**src/rtl/mesh_pkg.sv**
```systemverilog
package mesh_pkg;
  typedef enum logic [2:0] {
    ST_IDLE, ST_LOAD, ST_RUN, ST_WRA, ST_WRB, ST_NEXT, ST_DONE
  } walkState_e;

  typedef struct packed {
    logic clearPos;
    logic stepPos;
    logic capture;
    logic selB;
    logic commitLast;
    logic finish;
  } walkCtl_t;
endpackage

```
**src/rtl/mesh_ctrl.sv**
```systemverilog
module mesh_ctrl
  import mesh_pkg::*;
#(
  parameter int GUARD_LIMIT = 2048
) (
  input  logic     clk,
  input  logic     rst_n,
  input  logic     startReq,
  input  logic     vecOut,
  input  logic     insnStep,
  input  logic     memReady,
  input  logic     atMeshEnd,
  output walkCtl_t ctl,
  output logic     busy,
  output logic     irq,
  output logic     gprLoad,
  output logic     pcClear,
  output logic     coreRun,
  output logic     memValid
);
  localparam int GW = $clog2(GUARD_LIMIT);

  walkState_e state, nextState;
  logic [GW-1:0] guardCnt;
  logic guardHit;

  assign guardHit = insnStep && !vecOut && (guardCnt == GW'(GUARD_LIMIT - 1));

  always_comb begin
    nextState = state;
    ctl = '0;
    unique case (state)
      ST_IDLE: if (startReq) begin
        nextState = ST_LOAD;
        ctl.clearPos = 1'b1;
      end
      ST_LOAD: nextState = ST_RUN;
      ST_RUN: begin
        if (vecOut) begin
          nextState = ST_WRA;
          ctl.capture = 1'b1;
        end else if (guardHit) begin
          nextState = ST_NEXT;
        end
      end
      ST_WRA: if (memReady) nextState = ST_WRB;
      ST_WRB: begin
        ctl.selB = 1'b1;
        if (memReady) begin
          nextState = ST_NEXT;
          ctl.commitLast = 1'b1;
        end
      end
      ST_NEXT: begin
        if (atMeshEnd) begin
          nextState = ST_DONE;
          ctl.finish = 1'b1;
        end else begin
          nextState = ST_LOAD;
          ctl.stepPos = 1'b1;
        end
      end
      ST_DONE: nextState = ST_IDLE;
      default: nextState = ST_IDLE;
    endcase
  end

  always_ff @(posedge clk) begin
    if (!rst_n) begin
      state <= ST_IDLE;
      guardCnt <= '0;
    end else begin
      state <= nextState;
      if (state == ST_LOAD) guardCnt <= '0;
      else if (state == ST_RUN && insnStep && !vecOut) guardCnt <= guardCnt + 1'b1;
    end
  end

  assign busy     = (state != ST_IDLE);
  assign irq      = (state == ST_DONE);
  assign gprLoad  = (state == ST_LOAD);
  assign pcClear  = (state == ST_LOAD);
  assign coreRun  = (state == ST_RUN);
  assign memValid = (state == ST_WRA) || (state == ST_WRB);


  startBusy_chk: assert property (@(posedge clk) disable iff (!rst_n)
    (startReq && !busy) |=> busy);

  loadThenRun_chk: assert property (@(posedge clk) disable iff (!rst_n)
    gprLoad |=> (coreRun && !gprLoad));

  validHold_chk: assert property (@(posedge clk) disable iff (!rst_n)
    (memValid && !memReady) |=> memValid);

  irqPulse_chk: assert property (@(posedge clk) disable iff (!rst_n)
    irq |=> (!irq && !busy));

  guardAbort_chk: assert property (@(posedge clk) disable iff (!rst_n)
    (coreRun && guardHit) |=> (!coreRun && !memValid));
endmodule

```
**src/rtl/mesh_dpath.sv**
```systemverilog
module mesh_dpath
  import mesh_pkg::*;
#(
  parameter int COORD_W    = 7,
  parameter int STRIDE_LOG = 7,
  parameter int ADDR_W     = 32,
  parameter int DATA_W     = 32
) (
  input  logic                   clk,
  input  logic                   rst_n,
  input  walkCtl_t               ctl,
  input  logic [ADDR_W-1:0]      cfgBase,
  input  logic [COORD_W-1:0]     cfgHLast,
  input  logic [COORD_W-1:0]     cfgVLast,
  input  logic [DATA_W-1:0]      vecA,
  input  logic [DATA_W-1:0]      vecB,
  output logic [COORD_W-1:0]     posX,
  output logic [COORD_W-1:0]     posY,
  output logic                   atMeshEnd,
  output logic [ADDR_W-1:0]      memAddr,
  output logic [DATA_W-1:0]      memData,
  output logic [ADDR_W-1:0]      lastDma,
  output logic [2*COORD_W:0]     vertexCount
);
  localparam int CNT_W  = 2 * COORD_W + 1;
  localparam int NBYTES = DATA_W / 8;
  localparam int WORD_SHIFT = $clog2(2 * NBYTES);

  logic [ADDR_W-1:0]  baseReg, pairAddr, cellIdx;
  logic [COORD_W-1:0] hLastReg, vLastReg;
  logic [DATA_W-1:0]  opAReg, opBReg, wordSel;
  logic [CNT_W-1:0]   colCnt, rowCnt;
  logic               atRowEnd;

  assign atRowEnd  = (posX == hLastReg);
  assign atMeshEnd = atRowEnd && (posY == vLastReg);
  assign cellIdx   = (ADDR_W'(posY) << STRIDE_LOG) + ADDR_W'(posX);
  assign colCnt    = CNT_W'(hLastReg) + CNT_W'(1);
  assign rowCnt    = CNT_W'(vLastReg) + CNT_W'(1);

  always_ff @(posedge clk) begin
    if (!rst_n) begin
      posX <= '0;
      posY <= '0;
      baseReg <= '0;
      hLastReg <= '0;
      vLastReg <= '0;
      pairAddr <= '0;
      opAReg <= '0;
      opBReg <= '0;
      lastDma <= '0;
      vertexCount <= '0;
    end else begin
      if (ctl.clearPos) begin
        posX <= '0;
        posY <= '0;
        baseReg <= cfgBase;
        hLastReg <= cfgHLast;
        vLastReg <= cfgVLast;
      end else if (ctl.stepPos) begin
        if (atRowEnd) begin
          posX <= '0;
          posY <= posY + 1'b1;
        end else begin
          posX <= posX + 1'b1;
        end
      end
      if (ctl.capture) begin
        pairAddr <= baseReg + (cellIdx << WORD_SHIFT);
        opAReg <= vecA;
        opBReg <= vecB;
      end
      if (ctl.commitLast) lastDma <= memAddr;
      if (ctl.finish) vertexCount <= colCnt * rowCnt;
    end
  end

  assign memAddr = ctl.selB ? pairAddr + ADDR_W'(NBYTES) : pairAddr;
  assign wordSel = ctl.selB ? opBReg : opAReg;

  for (genvar i = 0; i < NBYTES; i++) begin : g_swap
    assign memData[8*i +: 8] = wordSel[8*(NBYTES-1-i) +: 8];
  end


  stepX_chk: assert property (@(posedge clk) disable iff (!rst_n)
    (ctl.stepPos && !ctl.clearPos && !atRowEnd) |=> (posX == $past(posX) + 1'b1 && posY == $past(posY)));

  stepY_chk: assert property (@(posedge clk) disable iff (!rst_n)
    (ctl.stepPos && !ctl.clearPos && atRowEnd) |=> (posX == '0 && posY == $past(posY) + 1'b1));
endmodule

```
**src/rtl/mesh_walker.sv**
```systemverilog
module mesh_walker
  import mesh_pkg::*;
#(
  parameter int COORD_W     = 7,
  parameter int STRIDE_LOG  = 7,
  parameter int ADDR_W      = 32,
  parameter int DATA_W      = 32,
  parameter int GUARD_LIMIT = 2048,
  parameter int PAGE_W      = 2,
  parameter int WIN_W       = 9
) (
  input  logic                    clk,
  input  logic                    rst_n,
  input  logic                    startReq,
  input  logic [ADDR_W-1:0]       cfgBase,
  input  logic [COORD_W-1:0]      cfgHLast,
  input  logic [COORD_W-1:0]      cfgVLast,
  output logic                    busy,
  output logic                    irq,
  output logic [2*COORD_W:0]      vertexCount,
  output logic                    gprLoad,
  output logic                    pcClear,
  output logic [COORD_W-1:0]      gprX,
  output logic [COORD_W-1:0]      gprY,
  output logic                    coreRun,
  input  logic                    vecOut,
  input  logic                    insnStep,
  input  logic [DATA_W-1:0]       vecA,
  input  logic [DATA_W-1:0]       vecB,
  output logic                    memValid,
  input  logic                    memReady,
  output logic [ADDR_W-1:0]       memAddr,
  output logic [DATA_W-1:0]       memData,
  output logic [ADDR_W-1:0]       lastDma,
  input  logic [PAGE_W-1:0]       codePage,
  input  logic [WIN_W-1:0]        winOffset,
  output logic [PAGE_W+WIN_W-1:0] codeIndex
);
  walkCtl_t ctl;
  logic atMeshEnd;

  mesh_ctrl #(.GUARD_LIMIT(GUARD_LIMIT)) u_ctrl (
    .clk(clk), .rst_n(rst_n), .startReq(startReq), .vecOut(vecOut),
    .insnStep(insnStep), .memReady(memReady), .atMeshEnd(atMeshEnd),
    .ctl(ctl), .busy(busy), .irq(irq), .gprLoad(gprLoad), .pcClear(pcClear),
    .coreRun(coreRun), .memValid(memValid)
  );

  mesh_dpath #(.COORD_W(COORD_W), .STRIDE_LOG(STRIDE_LOG), .ADDR_W(ADDR_W), .DATA_W(DATA_W)) u_dpath (
    .clk(clk), .rst_n(rst_n), .ctl(ctl), .cfgBase(cfgBase), .cfgHLast(cfgHLast),
    .cfgVLast(cfgVLast), .vecA(vecA), .vecB(vecB), .posX(gprX), .posY(gprY),
    .atMeshEnd(atMeshEnd), .memAddr(memAddr), .memData(memData),
    .lastDma(lastDma), .vertexCount(vertexCount)
  );

  assign codeIndex = {codePage, winOffset};


  addrHold_chk: assert property (@(posedge clk) disable iff (!rst_n)
    (memValid && !memReady) |=> ($stable(memAddr) && $stable(memData)));
endmodule

```
**config.mk**
```make
export PLATFORM = sky130hd
export DESIGN_NAME = mesh_walker
export DESIGN_NICKNAME = d
export VERILOG_FILES = /design/src/rtl/mesh_pkg.sv /design/src/rtl/mesh_ctrl.sv /design/src/rtl/mesh_dpath.sv /design/src/rtl/mesh_walker.sv
export SDC_FILE = /design/constraint.sdc
export NUM_CORES = 1
export LEC_CHECK = 0
export BUFFER_PORTS_ARGS = -buffer_cell sky130_fd_sc_hd__buf_2
export CORE_UTILIZATION = 55
export DETAILED_ROUTE_END_ITERATION = 8
export PLACE_DENSITY = 0.89
export SYNTH_ARGS = -nofsm -noshare
export SYNTH_HDL_FRONTEND = slang
export SYNTH_SLANG_ARGS = --single-unit
```
**constraint.sdc**
```tcl
create_clock -name clk -period 6.65 [get_ports clk]
set_clock_uncertainty 0.1 [all_clocks]
set_input_delay 0.3325 -clock clk [delete_from_list [all_inputs] [get_ports clk]]
set_output_delay 0.3325 -clock clk [all_outputs]
set_load 0.02 [all_outputs]
```
-- Word-level counts from Yosys, hierarchy flattened
Index checks and enable logic that the tools add are counted.
- add/sub/neg operators: 8
- $mul: 1
- divide/modulo/power cells: 0
- magnitude comparators: 0
- equality and inequality tests: 13
- shift operators: 0
- mux-type cells: 20
- bitwise gates (word level): 1
- reduce and logical (&&, ||, !) cells: 13
- operators by type and width (operator ; count):
    $mux 32 ; 2
    $add 32x3->32 const B ; 1
    $add 32x32->32 ; 1
    $mux 3 ; 6
    $pmux 3 s6 ; 1
    $add 7x1->8 const B ; 2
    $add 14x7->15 ; 1
    $mul 15x15->15 ; 1
    $add 7x1->7 const B ; 2
    $eq 7x7->1 ; 2
    $add 11x1->11 const B ; 1
    $eq 11x11->1 const B ; 1
    $eq 3x3->1 const B ; 3
    $mux 1 ; 9
    $mux 7 ; 1
    $eq 3x2->1 const B ; 2
    $ne 2x2->1 const B ; 3
    $logic_and 1x1->1 ; 5
    $reduce_and 4->1 ; 1
    $reduce_or 2->1 ; 2
    $eq 3x1->1 const B ; 1
    $logic_not 3->1 ; 1
    $ne 3x1->1 const B ; 1
    $reduce_bool 3->1 ; 1
    other kinds (5) ; 5
- register bits: 217
- bits in latches: 0
- RAM bits: 0
- memory bits (read-only): 0
- input bits: 127
- output and inout port bits: 142
- logic and storage cells: 68
- memories: 0

-- Logic depth before layout (Yosys ltp)
Gate-level depths: netlist (run 1).
- word-level depth: 6
- depth in mapped cells: 20
- mapped depth without buffers: 19

-- Hierarchy
A second synthesis (run 1) with hierarchy kept.
- cells, all modules: 1357
- area total of the unflattened synthesis: 12231.7 µm²
- by module, submodules not included (module ; times used ; cells each ; area an instance (µm²) ; seq. area each (µm²)):
    mesh_dpath ; 1 ; 1238 ; 11315.9 ; 4063.9
    mesh_ctrl ; 1 ; 108 ; 833.3 ; 280.3
    mesh_walker ; 1 ; 11 ; 82.6 ; 0.0

-- Worst setup path before layout (run 1)
OpenSTA, ideal clock, no wires.
- path kind: reg2reg
- from: register u_dpath.vLastReg[2]
- to: register u_dpath.vertexCount[14]
- library setup time: 0.074 ns
- arrival time: 4.961 ns
- data required time: 6.476 ns
- setup slack: 1.515 ns
- cell stages (with the launch flop): 20
- path buffers: 2
- period minus slack after synthesis: 5.135 ns
- cells stage by stage: dfxtp_1 -> buf_2 -> nand3_1 -> or3_1 -> buf_2 -> or2_2 -> fa_1 -> fa_1 -> inv_1 -> fa_1 -> inv_1 -> fa_1 -> inv_1 -> ha_1 -> o21ai_0 -> nand2_1 -> a311oi_1 -> nor3_1 -> or3b_1 -> a31oi_1
- word-level cells in the longest chain between the ends: 4
- elaborated cells between the ends (all ways): 6
- those cells by class: add/sub: 1; mul: 1; eq/ne: 1; mux: 2; reduce/logical: 1
- ends and longest elaborated chain (item ; line ; RTL):
    start, declared ; mesh_dpath.sv:30 ; logic [COORD_W-1:0] hLastReg, vLastReg;
    start signal, assigned ; mesh_dpath.sv:59 ; vLastReg <= cfgVLast;
    parallel branches: the longest is 4 deep, another holds $mul 15x15->15 ; - ;
    end signal, assigned ; mesh_dpath.sv:74 ; if (ctl.finish) vertexCount <= colCnt * rowCnt;
    end, declared ; mesh_dpath.sv:23 ; output logic [2*COORD_W:0] vertexCount
Several ways; the timed one is not identified.
A chain may end at the register's enable or synchronous reset.

-- Worst setup path in the final report (run 1)
- from: register u_dpath.hLastReg[0]
- to: register u_dpath.vertexCount[14]
- word-level cells in the longest chain between the ends: 4
- elaborated cells between the ends (all ways): 6
- those cells by class: add/sub: 1; mul: 1; eq/ne: 1; mux: 2; reduce/logical: 1
- ends and longest elaborated chain (item ; line ; RTL):
    start, declared ; mesh_dpath.sv:30 ;
    start signal, assigned ; mesh_dpath.sv:58 ; hLastReg <= cfgHLast;
    parallel branches: the longest is 4 deep, another holds $mul 15x15->15 ; - ;
Several ways; the timed one is not identified.

==> report_table.html, run 1 <==
<table>
<tr><th>Metric</th><th>Value</th></tr>
<tr><th colspan="2">Worst setup path</th></tr>
<tr><td>Arrival time at the worst endpoint</td><td>6.23 ns</td></tr>
<tr><td>Element type at the critical path end</td><td>register</td></tr>
<tr><td>Path type of the worst setup path</td><td>reg2reg</td></tr>
<tr><td>Worst path required time</td><td>7.00 ns</td></tr>
<tr><td>Ordered cell list for the critical path</td><td>ha_1, nand3_1, xor2_1, nor2_1, fa_1, inv_1, fa_1, inv_1, fa_1, inv_1, fa_1, inv_1, ha_1, nor3_1, o21ai_0, a311oi_1, nor3_1, or3b_1, a31oi_1</td></tr>
<tr><td>Cell with the largest stage delay on the worst path</td><td>sky130_fd_sc_hd__dfxtp_1</td></tr>
<tr><td>Peak per-stage delay on the critical path</td><td>0.65 ns</td></tr>
<tr><td>CP Max Fanout</td><td>13</td></tr>
<tr><td>Setup crit start kind</td><td>register</td></tr>
<tr><th colspan="2">Clocking</th></tr>
<tr><td>Total number of clock tree sinks</td><td>217</td></tr>
<tr><td>Cell at the root of the clock tree</td><td>sky130_fd_sc_hd__clkbuf_16</td></tr>
<tr><td>Maximum root-to-sink buffer count</td><td>3</td></tr>
<tr><td>Maximum level of the CTS H-tree</td><td>1</td></tr>
<tr><td>CTS tree</td><td>built</td></tr>
<tr><td>Clock input transition at the sequential cells of the worst setup and hold paths</td><td>0.06 ns</td></tr>
<tr><td>Cts bufs inserted</td><td>25</td></tr>
<tr><td>Clock latency on the worst-skew pair</td><td>0.53 ns</td></tr>
<tr><th colspan="2">Outcome</th></tr>
<tr><td>Run status</td><td>finished clean</td></tr>
<tr><th colspan="2">Synth</th></tr>
<tr><td>Syn nets</td><td>1753</td></tr>
<tr><td>Main combinational cell family by area after synthesis</td><td>simple AND/OR/NAND/NOR gates</td></tr>
<tr><td>Area fraction in compound gates after synthesis</td><td>14.0%</td></tr>
<tr><td>Post-synthesis mux area share</td><td>3.52%</td></tr>
<tr><td>Fraction of post-synthesis cell area in the top cell type by area</td><td>35.3%</td></tr>
<tr><td>Number of register bits inferred by synthesis</td><td>217</td></tr>
<tr><td>Proportion of synthesized chip area in sequential cells</td><td>35.3%</td></tr>
<tr><td>Simple-gate share of the synthesized area</td><td>23.8%</td></tr>
<tr><td>Adder-cell share of the synthesized area</td><td>11.4%</td></tr>
<tr><td>Synth Warn #</td><td>0</td></tr>
<tr><td>Cell Area, Synth</td><td>0.0123 mm²</td></tr>
<tr><td>Fraction of synthesized cell area in xor and xnor cells</td><td>6.53%</td></tr>
<tr><td>Synthesized instance count</td><td>1536</td></tr>
<tr><td>Per-instance average area after synthesis</td><td>8.01 µm²</td></tr>
<tr><td>Number of synthesized flops with an enable pin</td><td>0</td></tr>
<tr><td>Flip-flop cell with the highest count after synthesis</td><td>sky130_fd_sc_hd__dfxtp_1</td></tr>
<tr><td>Largest cells by area after synthesis</td><td>sky130_fd_sc_hd__dfxtp_1 35%, sky130_fd_sc_hd__nand2_1 9.3%, sky130_fd_sc_hd__a21oi_1 7.0%</td></tr>
<tr><td>Number of distinct library cells after synthesis</td><td>68</td></tr>
<tr><td>Post-synthesis async set-or-reset flop share</td><td>0%</td></tr>
<tr><td>Dominant cell type by area after synthesis</td><td>sky130_fd_sc_hd__dfxtp_1</td></tr>
<tr><th colspan="2">Drt</th></tr>
<tr><td>Number of nets still failing antenna checks after routing</td><td>0</td></tr>
<tr><td>Overall via count from detail_route</td><td>12.2k</td></tr>
<tr><td># DRC</td><td>0</td></tr>
<tr><td>Routed len/inst</td><td>17.2 µm</td></tr>
<tr><td>DR vias/cell</td><td>5.71</td></tr>
<tr><td>Total wire length after detailed routing</td><td>36700 µm</td></tr>
<tr><td>Violation count after the first detailed-route iteration</td><td>978</td></tr>
<tr><td>Detailed Routing Iterations Pass 1</td><td>6</td></tr>
<tr><th colspan="2">Power</th></tr>
<tr><td>Share of total power in the clock network</td><td>32.8%</td></tr>
<tr><td>Sequential cell fraction of total power</td><td>38.5%</td></tr>
<tr><td>Net switching power</td><td>1500 µW</td></tr>
<tr><td>Total power after layout</td><td>4180 µW</td></tr>
<tr><td>Design internal power</td><td>2680 µW</td></tr>
<tr><td>IR drop worst, VDD</td><td>276 µV</td></tr>
<tr><td>LEAKAGE</td><td>0.00661 µW</td></tr>
<tr><td>Pwr per Cell Area</td><td>271 mW/mm²</td></tr>
<tr><td>Proportion of power drawn by combinational gates</td><td>28.7%</td></tr>
<tr><td>Switching share of power</td><td>35.9%</td></tr>
<tr><th colspan="2">Die</th></tr>
<tr><td>Die height</td><td>152 µm</td></tr>
<tr><td>FP Rows</td><td>54</td></tr>
<tr><td>Core ar.</td><td>0.0219 mm²</td></tr>
<tr><td>Initial standard-cell utilization of the core</td><td>56.2%</td></tr>
<tr><td>Die ar.</td><td>0.0230 mm²</td></tr>
<tr><td>Top Ports</td><td>269</td></tr>
<tr><td>Die outline width</td><td>152 µm</td></tr>
<tr><th colspan="2">Global routing</th></tr>
<tr><td>Via count of the first global-routing pass</td><td>11.8k</td></tr>
<tr><td>Grt met2 use</td><td>55.2%</td></tr>
<tr><td>Remaining global-route overflow</td><td>0</td></tr>
<tr><td>Wire length of the first global-routing pass</td><td>57900 µm</td></tr>
<tr><td>Pin count of the biggest net entering global routing</td><td>115</td></tr>
<tr><td>Fraction of met1 tracks used by global routing</td><td>38.8%</td></tr>
<tr><td>Antenna violations before repair</td><td>0</td></tr>
<tr><td>Global-route total usage across every layer</td><td>31.5%</td></tr>
<tr><td>Met3 track utilization from global routing</td><td>5.12%</td></tr>
<tr><td>Layer with the highest usage</td><td>met2</td></tr>
<tr><th colspan="2">Timing</th></tr>
<tr><td>Aggregate negative setup slack</td><td>0 ns</td></tr>
<tr><td>Final cycle utilization of the critical path</td><td>88.4%</td></tr>
<tr><td>Number of endpoints failing setup at the final stage</td><td>0</td></tr>
<tr><td>Final Hold Slack</td><td>0.0154 ns</td></tr>
<tr><td>RSZ-0062 raised after global routing</td><td>no</td></tr>
<tr><td>Max-slew violation count</td><td>0</td></tr>
<tr><td>Shortest period the worst path allows</td><td>5.88 ns</td></tr>
<tr><td>Max frequency</td><td>0.170 GHz</td></tr>
<tr><td>Worst-case headroom to the max-slew limit</td><td>23.9%</td></tr>
<tr><td>Count of final hold-check violations</td><td>0</td></tr>
<tr><td>Actual slew at the worst max-slew pin</td><td>1.14 ns</td></tr>
<tr><th colspan="2">Cells and area</th></tr>
<tr><td>Commonest cells after routing, fill and taps aside</td><td>303 x sky130_fd_sc_hd__nand2_1, 246 x sky130_fd_sc_hd__buf_2, 217 x sky130_fd_sc_hd__dfxtp_1, 173 x sky130_fd_sc_hd__a21oi_1, 139 x sky130_fd_sc_hd__nor2_1</td></tr>
<tr><td>Number of nets at the end of the flow</td><td>2047</td></tr>
<tr><td>Count of placed standard cells in the final layout, fillers left out</td><td>2129</td></tr>
<tr><td>Total of fill cells in the finished design</td><td>1638</td></tr>
<tr><td>Util after Layout</td><td>70.5%</td></tr>
<tr><td>Fraction of layout cells with a size suffix above 1</td><td>19.6%</td></tr>
<tr><td>Area growth from synthesis to final layout</td><td>25.5%</td></tr>
<tr><td>Most frequent standard cell in the layout excluding fill and tap cells</td><td>sky130_fd_sc_hd__nand2_1</td></tr>
<tr><th colspan="2">Min path</th></tr>
<tr><td>Worst min path class</td><td>in2reg</td></tr>
<tr><th colspan="2">Placed design</th></tr>
<tr><td>Post-Place Cells</td><td>1976</td></tr>
<tr><td>Buffers added on ports</td><td>246</td></tr>
<tr><td>Post-detailed-placement half-perimeter wirelength</td><td>23600 µm</td></tr>
<tr><td>Routability cong.</td><td>0.933</td></tr>
<tr><th colspan="2">Job</th></tr>
<tr><td>Max-cap violations</td><td>0</td></tr>
</table>
==> final timing paths <==
kind | startpoint | end | slack, ns | depth (start not counted)
worst max-delay path | u_dpath.hLastReg[0] | u_dpath.vertexCount[14] | 0.77 | 19
worst min-delay path | cfgBase[31] | u_dpath.baseReg[31] | 0.02 | 3
worst max register to register | u_dpath.hLastReg[0] | u_dpath.vertexCount[14] | 0.77 | 19
worst min register to register | u_dpath.vertexCount[3] | u_dpath.vertexCount[3] | 0.35 | 2
==> per-stage QoR <==
step	area [µm²]	worst slack (ns)
floorplan	12300	1.52
CTS	15400	0.891
detailed placement	13500	0.930
global route	15400	0.385
global placement	13500	1.04
finish	15400	0.773
==> synthesized netlist by cell type, drive strengths merged, types with 16 or more instances <==
cell type    n
nand2      304
dfxtp      217
a21oi      173
nor2       140
xnor2       70
inv         69
clkbuf      65
ha          54
o21ai       51
nand3       44
nor3        38
fa          36
mux2        34
buf         29
nand4       23
xor2        20
a211oi      19
or3         16
==> worst max-delay path, delay by kind of cell, from the launching register on <==
| kind | cells | cell delay [ns] |
|---|---|---|
| fa+ha+maj | 6 | 2.56 |
| simple gates | 5 | 0.91 |
| compound gates | 3 | 0.73 |
| flops | 1 | 0.65 |
| xor+xnor | 1 | 0.62 |
| buf+inv | 4 | 0.20 |
==> repair_timing <==
item,4_1_cts,5_1_grt
setup endpoints to repair,0,0
setup buffers,0,0
resized for setup,0,0
hold endpoints to repair,107,0
hold buffers,107,0
==> per-layer routing <==
layer | vias up | part of all wire [%]
met5 | - | 0
met4 | 0 | 3.2
met3 | 92 | 8.0
met2 | 579 | 49
met1 | 5731 | 39
li1 | 5764 | -
==> area by class of cell <==
cell class	instances	area [µm²]	share of cell area, %
multi-input combinational	1155	7290	47.2
timing repair buffer	361	2360	15.3
antenna	1	2.50	0.0162
clock inverter	13	146	0.949
inverter	70	265	1.72
tap	280	350	2.27
sequential	217	4340	28.2
clock buffer	32	672	4.35
==> cell families (layout without fill, tap and decap cells) <==
| logic type | after synthesis | after routing |
|---|---|---|
| muxes | 39 | 39 |
| other | 0 | 1 |
| AOI/OAI and AO/OA | 297 | 297 |
| xor gates and xnor gates | 90 | 90 |
| and+or+nand+nor | 639 | 639 |
| DFF | 217 | 217 |
| adders and majority gates | 90 | 90 |
| buffers and inverters | 164 | 476 |
==> power groups by stage <==
| stage | combinational (µW) | clock (µW) | sequential, µW |
|---|---|---|---|
| 6_report | 1200 | 1370 | 1610 |
| 5_1_grt | 1330 | 1440 | 1620 |
| 4_1_cts | 1180 | 1380 | 1590 |
| 3_5_place_dp | 1120 | 0 | 1620 |
| 3_3_place_gp | 1090 | 0 | 1610 |
| 2_1_floorplan | 847 | 0 | 1580 |
==> flip-flops by register name (all words and copies together) (netlist names), 11 cells and up <==
signal               flops
u_dpath.baseReg         32
u_ctrl.guardCnt         11
u_dpath.opBReg          32
u_dpath.pairAddr        32
u_dpath.vertexCount     15
u_dpath.opAReg          32
u_dpath.lastDma         32
No activity file was read; power rests on OpenSTA's default activity.
==> inputs of run 2 (changes only) <==
Settings changed: PLACE_DENSITY 0.89 to 0.91.
==> run 2 against run 1 <==
Effect of this change: sequential share of layout area about the same; via count up 1.5%; cell count about the same; worst setup slack worse by 0.017 ns; sequential power about the same; power up 1.5%; critical path depth unchanged; register-to-register slack worse by 0.02 ns; die area unchanged; critical endpoint unchanged.
==> report_table.html, run 2 (synthesis results as in run 1) <==
<table>
<tr><th>Metric</th><th>Value</th></tr>
<tr><th colspan="2">Timing</th></tr>
<tr><td>Worst-case headroom to the max-slew limit</td><td>23.5% (-0.39 points)</td></tr>
<tr><td>Max-slew violation count</td><td>0 (unchanged)</td></tr>
<tr><td>Actual slew at the worst max-slew pin</td><td>1.14 ns (+0.00583 ns)</td></tr>
<tr><td>Max frequency</td><td>0.170 GHz (-0.30%)</td></tr>
<tr><td>Final cycle utilization of the critical path</td><td>88.6% (+0.26 points)</td></tr>
<tr><td>Number of endpoints failing setup at the final stage</td><td>0 (unchanged)</td></tr>
<tr><td>Aggregate negative setup slack</td><td>0 ns (unchanged)</td></tr>
<tr><td>RSZ-0062 raised after global routing</td><td>no</td></tr>
<tr><td>Shortest period the worst path allows</td><td>5.89 ns (+0.0174 ns)</td></tr>
<tr><td>Count of final hold-check violations</td><td>0 (unchanged)</td></tr>
<tr><th colspan="2">Global routing</th></tr>
<tr><td>Antenna violations before repair</td><td>1 (+1)</td></tr>
<tr><td>Wire length of the first global-routing pass</td><td>57700 µm (-0.32%)</td></tr>
<tr><td>Remaining global-route overflow</td><td>0 (unchanged)</td></tr>
<tr><td>Via count of the first global-routing pass</td><td>11.7k (-0.63%)</td></tr>
<tr><td>Pin count of the biggest net entering global routing</td><td>91 (-21%)</td></tr>
<tr><td>Global-route total usage across every layer</td><td>31.7% (+0.24 points)</td></tr>
<tr><th colspan="2">Drt</th></tr>
<tr><td>Total wire length after detailed routing</td><td>37300 µm (+1.6%)</td></tr>
<tr><td>Violation count after the first detailed-route iteration</td><td>947 (-3.2%)</td></tr>
<tr><td>Number of nets still failing antenna checks after routing</td><td>0 (unchanged)</td></tr>
<tr><td>Routed len/inst</td><td>17.5 µm (+1.6%)</td></tr>
<tr><td>Overall via count from detail_route</td><td>12.4k (+1.5%)</td></tr>
<tr><td>Detailed Routing Iterations Pass 1</td><td>6 (unchanged)</td></tr>
<tr><td># DRC</td><td>0 (unchanged)</td></tr>
<tr><td>DR vias/cell</td><td>5.81 (+1.6%)</td></tr>
<tr><th colspan="2">Power</th></tr>
<tr><td>IR drop worst, VDD</td><td>255 µV (-7.6%)</td></tr>
<tr><td>Total power after layout</td><td>4240 µW (+1.5%)</td></tr>
<tr><td>Pwr per Cell Area</td><td>275 mW/mm² (+1.4%)</td></tr>
<tr><td>LEAKAGE</td><td>0.00662 µW (+0.21%)</td></tr>
<tr><th colspan="2">Clocking</th></tr>
<tr><td>Clock input transition at the sequential cells of the worst setup and hold paths</td><td>0.06 ns (about the same)</td></tr>
<tr><td>CTS tree</td><td>built</td></tr>
<tr><td>Total number of clock tree sinks</td><td>217 (unchanged)</td></tr>
<tr><td>Maximum root-to-sink buffer count</td><td>3 (unchanged)</td></tr>
<tr><td>Clock latency on the worst-skew pair</td><td>0.54 ns (about the same)</td></tr>
<tr><td>Postcts setup bufs</td><td>0 (unchanged)</td></tr>
<tr><td>Maximum level of the CTS H-tree</td><td>1 (unchanged)</td></tr>
<tr><td>Cell at the root of the clock tree</td><td>sky130_fd_sc_hd__clkbuf_16</td></tr>
<tr><td>Cts bufs inserted</td><td>25 (unchanged)</td></tr>
<tr><th colspan="2">Die</th></tr>
<tr><td>Die outline width</td><td>152 µm (unchanged)</td></tr>
<tr><td>Top Ports</td><td>269 (unchanged)</td></tr>
<tr><td>Initial standard-cell utilization of the core</td><td>56.2% (unchanged)</td></tr>
<tr><td>FP Rows</td><td>54 (unchanged)</td></tr>
<tr><td>Core ar.</td><td>0.0219 mm² (unchanged)</td></tr>
<tr><td>Die ar.</td><td>0.0230 mm² (unchanged)</td></tr>
<tr><td>Die height</td><td>152 µm (unchanged)</td></tr>
<tr><th colspan="2">Worst setup path</th></tr>
<tr><td>CP Max Fanout</td><td>13 (unchanged)</td></tr>
<tr><td>Path type of the worst setup path</td><td>reg2reg</td></tr>
<tr><td>Arrival time at the worst endpoint</td><td>6.24 ns (about the same)</td></tr>
<tr><td>Element type at the critical path end</td><td>register</td></tr>
<tr><td>Worst path required time</td><td>7.00 ns (about the same)</td></tr>
<tr><td>Setup crit start kind</td><td>register</td></tr>
<tr><th colspan="2">Cells and area</th></tr>
<tr><td>Number of nets at the end of the flow</td><td>2045 (-0.098%)</td></tr>
<tr><td>Fraction of layout cells with a size suffix above 1</td><td>19.7% (+0.13 points)</td></tr>
<tr><td>Commonest cells after routing, fill and taps aside</td><td>303 x sky130_fd_sc_hd__nand2_1, 246 x sky130_fd_sc_hd__buf_2, 217 x sky130_fd_sc_hd__dfxtp_1, 173 x sky130_fd_sc_hd__a21oi_1, 139 x sky130_fd_sc_hd__nor2_1</td></tr>
<tr><td>Most frequent standard cell in the layout excluding fill and tap cells</td><td>sky130_fd_sc_hd__nand2_1</td></tr>
<tr><td>Final design area excluding fillers</td><td>0.0154 mm² (about the same)</td></tr>
<tr><td>Area growth from synthesis to final layout</td><td>25.6% (about the same)</td></tr>
<tr><th colspan="2">Outcome</th></tr>
<tr><td>Run status</td><td>finished clean</td></tr>
<tr><th colspan="2">Min path</th></tr>
<tr><td>Worst min path class</td><td>in2reg</td></tr>
<tr><th colspan="2">Placed design</th></tr>
<tr><td>Routability cong.</td><td>0.927 (-0.57%)</td></tr>
<tr><td>Post-detailed-placement half-perimeter wirelength</td><td>23900 µm (+1.1%)</td></tr>
<tr><td>Buffers added on ports</td><td>246 (unchanged)</td></tr>
<tr><td>Placement-stage cell area</td><td>0.0135 mm² (about the same)</td></tr>
<tr><th colspan="2">Job</th></tr>
<tr><td>Max-cap violations</td><td>0 (unchanged)</td></tr>
</table>
[run 2: final cells by class]
cell class                 count  area, µm²
sequential                   217       4340
multi-input combinational   1155       7290
clock inverter                 9        125
antenna                        1       2.50
clock buffer                  36        727
tap                          280        350
inverter                      70        265
fill                        1630       6450
timing repair buffer         359       2340
[run 2: metal layers]
metal | wire, µm | up-vias | part of all wire, % | track usage (%)
li1 | - | 5760 | - | -
met1 | 14800 | 5833 | 40 | 38.6
met2 | 17900 | 633 | 48 | 54.3
met3 | 3080 | 128 | 8.3 | 6.41
met4 | 1430 | 0 | 3.8 | 13.6
met5 | 0 | - | 0 | 0
[run 2: worst max-delay path, cell delays in order (launching register included)]
cell,delay [ns]
sky130_fd_sc_hd__dfxtp_1,0.62
sky130_fd_sc_hd__ha_1,0.27
sky130_fd_sc_hd__nand3_1,0.14
sky130_fd_sc_hd__xor2_1,0.66
sky130_fd_sc_hd__nor2_1,0.13
sky130_fd_sc_hd__fa_1,0.53
sky130_fd_sc_hd__inv_1,0.05
sky130_fd_sc_hd__fa_1,0.47
sky130_fd_sc_hd__inv_1,0.06
sky130_fd_sc_hd__fa_1,0.53
sky130_fd_sc_hd__inv_1,0.05
sky130_fd_sc_hd__fa_1,0.53
sky130_fd_sc_hd__inv_1,0.04
sky130_fd_sc_hd__ha_1,0.23
sky130_fd_sc_hd__nor3_1,0.17
sky130_fd_sc_hd__o21ai_0,0.20
sky130_fd_sc_hd__a311oi_1,0.37
sky130_fd_sc_hd__nor3_1,0.11
sky130_fd_sc_hd__or3b_1,0.35
sky130_fd_sc_hd__a31oi_1,0.18
[run 2: final timing paths]
path | from | to | slack (ns) | cells after the start
setup / recovery | u_dpath.hLastReg[0] | u_dpath.vertexCount[14] | 0.76 | 19
hold / removal | cfgBase[4] | u_dpath.baseReg[4] | 0.02 | 3
setup reg to reg | u_dpath.hLastReg[0] | u_dpath.vertexCount[14] | 0.76 | 19
hold reg to reg | u_dpath.lastDma[1] | u_dpath.lastDma[1] | 0.35 | 2
[run 2: power breakdown]
group          internal [µW]  switching [µW]
combinational            437             771
sequential              1440             166
clock                    844             582
total                   2720            1520
[run 2: metrics by stage]
| step | instances | util (%) | hold slack, ns | worst slack (ns) |
|---|---|---|---|---|
| after global placement | 1977 | 61.9 | 0.336 | 1.03 |
| after floorplan | 1536 | - | 0.332 | 1.52 |
| final | 2127 | 70.5 | 0.0156 | 0.756 |
| after CTS | 2125 | 70.5 | 0.00145 | 0.855 |
| after detailed placement | 1977 | 61.9 | 0.344 | 0.883 |
| after global routing | 2126 | 70.5 | 0.00287 | 0.456 |
[run 2: what timing repair did]
action                                 CTS  global route
resized for setup                        0             0
endpoints found under the hold margin  103             1
hold buffers                           103             1
==> inputs of run 3 (changes only) <==
Settings changed: PLACE_DENSITY 0.91 to 0.81.
==> run 3 against run 2 <==
Effect of this change: sequential power is essentially flat; combinational power about the same; maximum frequency up 2.2%.
==> report_table.html, run 3 (synthesis results as in run 1) <==
<table>
<tr><th>Metric</th><th>Value</th></tr>
<tr><th colspan="2">Outcome</th></tr>
<tr><td>Run status</td><td>finished clean</td></tr>
<tr><th colspan="2">Timing</th></tr>
<tr><td>Max frequency</td><td>0.173 GHz (+2.2%)</td></tr>
<tr><td>Shortest period the worst path allows</td><td>5.77 ns (-0.126 ns)</td></tr>
<tr><td>Actual slew at the worst max-slew pin</td><td>1.17 ns (+0.0262 ns)</td></tr>
<tr><td>RSZ-0062 raised after global routing</td><td>no</td></tr>
<tr><td>Aggregate negative setup slack</td><td>0 ns (unchanged)</td></tr>
<tr><td>Number of endpoints failing setup at the final stage</td><td>0 (unchanged)</td></tr>
<tr><td>Count of final hold-check violations</td><td>0 (unchanged)</td></tr>
<tr><td>Max-slew violation count</td><td>0 (unchanged)</td></tr>
<tr><td>Worst-case headroom to the max-slew limit</td><td>21.7% (-1.8 points)</td></tr>
<tr><td>Final Hold Slack</td><td>0.0910 ns (+0.0754 ns)</td></tr>
<tr><td>Final cycle utilization of the critical path</td><td>86.7% (-1.9 points)</td></tr>
<tr><th colspan="2">Global routing</th></tr>
<tr><td>Global-route total usage across every layer</td><td>30.2% (-1.5 points)</td></tr>
<tr><td>Wire length of the first global-routing pass</td><td>55800 µm (-3.3%)</td></tr>
<tr><td>Remaining global-route overflow</td><td>0 (unchanged)</td></tr>
<tr><td>Antenna violations before repair</td><td>0 (-1)</td></tr>
<tr><td>Pin count of the biggest net entering global routing</td><td>115 (+26%)</td></tr>
<tr><td>Via count of the first global-routing pass</td><td>11.6k (-0.74%)</td></tr>
<tr><th colspan="2">Drt</th></tr>
<tr><td>Number of nets still failing antenna checks after routing</td><td>0 (unchanged)</td></tr>
<tr><td># DRC</td><td>0 (unchanged)</td></tr>
<tr><td>Detailed Routing Iterations Pass 1</td><td>5 (-1)</td></tr>
<tr><td>Violation count after the first detailed-route iteration</td><td>940 (-0.74%)</td></tr>
<tr><td>Total wire length after detailed routing</td><td>35800 µm (-3.9%)</td></tr>
<tr><td>Routed len/inst</td><td>16.8 µm (-4.0%)</td></tr>
<tr><td>Overall via count from detail_route</td><td>12.0k (-2.5%)</td></tr>
<tr><td>DR vias/cell</td><td>5.66 (-2.6%)</td></tr>
<tr><th colspan="2">Worst setup path</th></tr>
<tr><td>CP Max Fanout</td><td>12 (-1)</td></tr>
<tr><td>Ordered cell list for the critical path</td><td>nand3_1, or3_1, or2_2, fa_1, fa_1, inv_1, fa_1, inv_1, fa_1, inv_1, ha_1, o21ai_0, nand2_1, a311oi_1, nor3_1, or3b_1, a31oi_1</td></tr>
<tr><td>R2r setup slk</td><td>0.88 ns (+0.13 ns)</td></tr>
<tr><td>Worst path required time</td><td>6.97 ns (-0.03 ns)</td></tr>
<tr><td>Family of cells with the greatest summed delay on the critical path</td><td>adder cells</td></tr>
<tr><td>Cell with the largest stage delay on the worst path</td><td>sky130_fd_sc_hd__dfxtp_1</td></tr>
<tr><td>CP Capture Point</td><td>u_dpath.vertexCount[14]</td></tr>
<tr><td>R2R Path End</td><td>u_dpath.vertexCount[14]</td></tr>
<tr><td>Startpoint of the most critical setup path</td><td>u_dpath.vLastReg[0]</td></tr>
<tr><td>Setup crit start kind</td><td>register</td></tr>
<tr><td>Launch point of the worst reg-to-reg path</td><td>u_dpath.vLastReg[0]</td></tr>
<tr><td>Path type of the worst setup path</td><td>reg2reg</td></tr>
<tr><td>Arrival time at the worst endpoint</td><td>6.09 ns (-0.15 ns)</td></tr>
<tr><td>Worst reg2reg path depth</td><td>17 (-2)</td></tr>
<tr><td>Worst path most repeated cell</td><td>sky130_fd_sc_hd__fa_1</td></tr>
<tr><td>Element type at the critical path end</td><td>register</td></tr>
<tr><td>Crit path buffers/inverters</td><td>3 (-1)</td></tr>
<tr><td>Total number of cells along the worst setup path</td><td>17 (-2)</td></tr>
<tr><td>Peak per-stage delay on the critical path</td><td>0.59 ns (-0.07 ns)</td></tr>
<tr><th colspan="2">Clocking</th></tr>
<tr><td>Maximum root-to-sink buffer count</td><td>3 (unchanged)</td></tr>
<tr><td>Cell at the root of the clock tree</td><td>sky130_fd_sc_hd__clkbuf_16</td></tr>
<tr><td>Clock latency on the worst-skew pair</td><td>0.52 ns (-0.02 ns)</td></tr>
<tr><td>Clock input transition at the sequential cells of the worst setup and hold paths</td><td>0.07 ns (about the same)</td></tr>
<tr><td>Maximum level of the CTS H-tree</td><td>1 (unchanged)</td></tr>
<tr><td>CTS tree</td><td>built</td></tr>
<tr><td>Postcts setup bufs</td><td>0 (unchanged)</td></tr>
<tr><td>Cts bufs inserted</td><td>24 (-4.0%)</td></tr>
<tr><td>Total number of clock tree sinks</td><td>217 (unchanged)</td></tr>
<tr><th colspan="2">Cells and area</th></tr>
<tr><td>Fraction of layout cells with a size suffix above 1</td><td>19.6% (-0.086 points)</td></tr>
<tr><td>Commonest cells after routing, fill and taps aside</td><td>303 x sky130_fd_sc_hd__nand2_1, 246 x sky130_fd_sc_hd__buf_2, 217 x sky130_fd_sc_hd__dfxtp_1, 173 x sky130_fd_sc_hd__a21oi_1, 139 x sky130_fd_sc_hd__nor2_1</td></tr>
<tr><td>N_diodes</td><td>0 (-1)</td></tr>
<tr><td>Most frequent standard cell in the layout excluding fill and tap cells</td><td>sky130_fd_sc_hd__nand2_1</td></tr>
<tr><td>Number of nets at the end of the flow</td><td>2048 (+0.15%)</td></tr>
<tr><td>Area growth from synthesis to final layout</td><td>25.6% (unchanged)</td></tr>
<tr><td>Util after Layout</td><td>70.5% (unchanged)</td></tr>
<tr><td>Total of fill cells in the finished design</td><td>1633 (+0.18%)</td></tr>
<tr><th colspan="2">Die</th></tr>
<tr><td>Initial standard-cell utilization of the core</td><td>56.2% (unchanged)</td></tr>
<tr><td>Top Ports</td><td>269 (unchanged)</td></tr>
<tr><td>Core ar.</td><td>0.0219 mm² (unchanged)</td></tr>
<tr><td>Die ar.</td><td>0.0230 mm² (unchanged)</td></tr>
<tr><td>Die outline width</td><td>152 µm (unchanged)</td></tr>
<tr><td>Die height</td><td>152 µm (unchanged)</td></tr>
<tr><td>FP Rows</td><td>54 (unchanged)</td></tr>
<tr><th colspan="2">Placed design</th></tr>
<tr><td>Buffers added on ports</td><td>246 (unchanged)</td></tr>
<tr><td>Post-detailed-placement half-perimeter wirelength</td><td>23100 µm (-3.3%)</td></tr>
<tr><td>Routability cong.</td><td>0.904 (-2.5%)</td></tr>
<tr><th colspan="2">Power</th></tr>
<tr><td>IR drop worst, VDD</td><td>235 µV (-8.1%)</td></tr>
<tr><td>Total power after layout</td><td>4160 µW (-2.0%)</td></tr>
<tr><td>LEAKAGE</td><td>0.00663 µW (+0.21%)</td></tr>
<tr><td>Pwr per Cell Area</td><td>269 mW/mm² (-2.0%)</td></tr>
<tr><th colspan="2">Min path</th></tr>
<tr><td>Worst min path class</td><td>in2reg</td></tr>
<tr><th colspan="2">Job</th></tr>
<tr><td>Max-cap violations</td><td>0 (unchanged)</td></tr>
</table>
## run 3: changes by cell type in the layout (fill, tap and decap cells not counted), moves of 2 or more
| cell | change |
|---|---|
| sky130_fd_sc_hd__clkinv_2 | +5 |
| sky130_fd_sc_hd__dlygate4sd3_1 | +5 |
| sky130_fd_sc_hd__clkinv_4 | +2 |
| sky130_fd_sc_hd__clkbuf_8 | -2 |
| sky130_fd_sc_hd__clkinvlp_4 | -3 |
## run 3: how the worst min path moves through the flow
stage                                       from                      to  slack (ns)  cells past startpoint
final                                cfgBase[31]     u_dpath.baseReg[31]        0.09                      3
after floorplan               u_dpath.baseReg[0]     u_dpath.pairAddr[0]        0.33                      2
after detailed placement  u_dpath.vertexCount[2]  u_dpath.vertexCount[2]        0.34                      2
after CTS                            cfgBase[31]     u_dpath.baseReg[31]        0.09                      3
after global routing                 cfgBase[31]     u_dpath.baseReg[31]        0.09                      3
after global placement    u_dpath.vertexCount[0]  u_dpath.vertexCount[0]        0.34                      2
## run 3: worst min-delay path, cell delays in order
cell and delay (ns):
sky130_fd_sc_hd__buf_2 0.11, sky130_fd_sc_hd__nand2_1 0.13, sky130_fd_sc_hd__a21oi_1 0.08
## run 3: area by class of cell
type / count / area, µm² / area share [%]
Timing Repair Buffer: 363 / 2380 / 15.4
Multi-Input combinational cell: 1155 / 7290 / 47.2
Tap cell: 280 / 350 / 2.27
Clock inverter: 11 / 116 / 0.753
Sequential cell: 217 / 4340 / 28.1
Clock buffer: 33 / 696 / 4.50
Inverter: 70 / 265 / 1.72
## run 3: power breakdown
part | leakage (µW) | switching, µW | internal (µW)
registers | 0.00176 | 162 | 1440
clock network | 0.000406 | 549 | 812
logic | 0.00447 | 757 | 435
## run 3: stage by stage
step	cell area (µm²)	worst slack, ns	std cells
detailed placement	13500	0.949	1976
global placement	13500	1.08	1976
finish	15400	0.882	2129
CTS	15400	0.932	2129
floorplan	12300	1.52	1536
global route	15400	0.500	2129
## run 3: timing repair
item                                    in CTS  in global routing
endpoints found under the hold margin      109                  0
gates resized for setup                      0                  0
endpoints found under the setup margin       0                  0
hold buffers                               109                  0
## run 3: layer usage
metal  share of wire, %  global-route usage, %  vias up
li1                   -                      -     5767
met1                 40                   37.0     5584
met2                 47                   51.4      571
met3                8.4                   6.29      126
met4                4.1                   13.0        0
met5                  0                      0        -
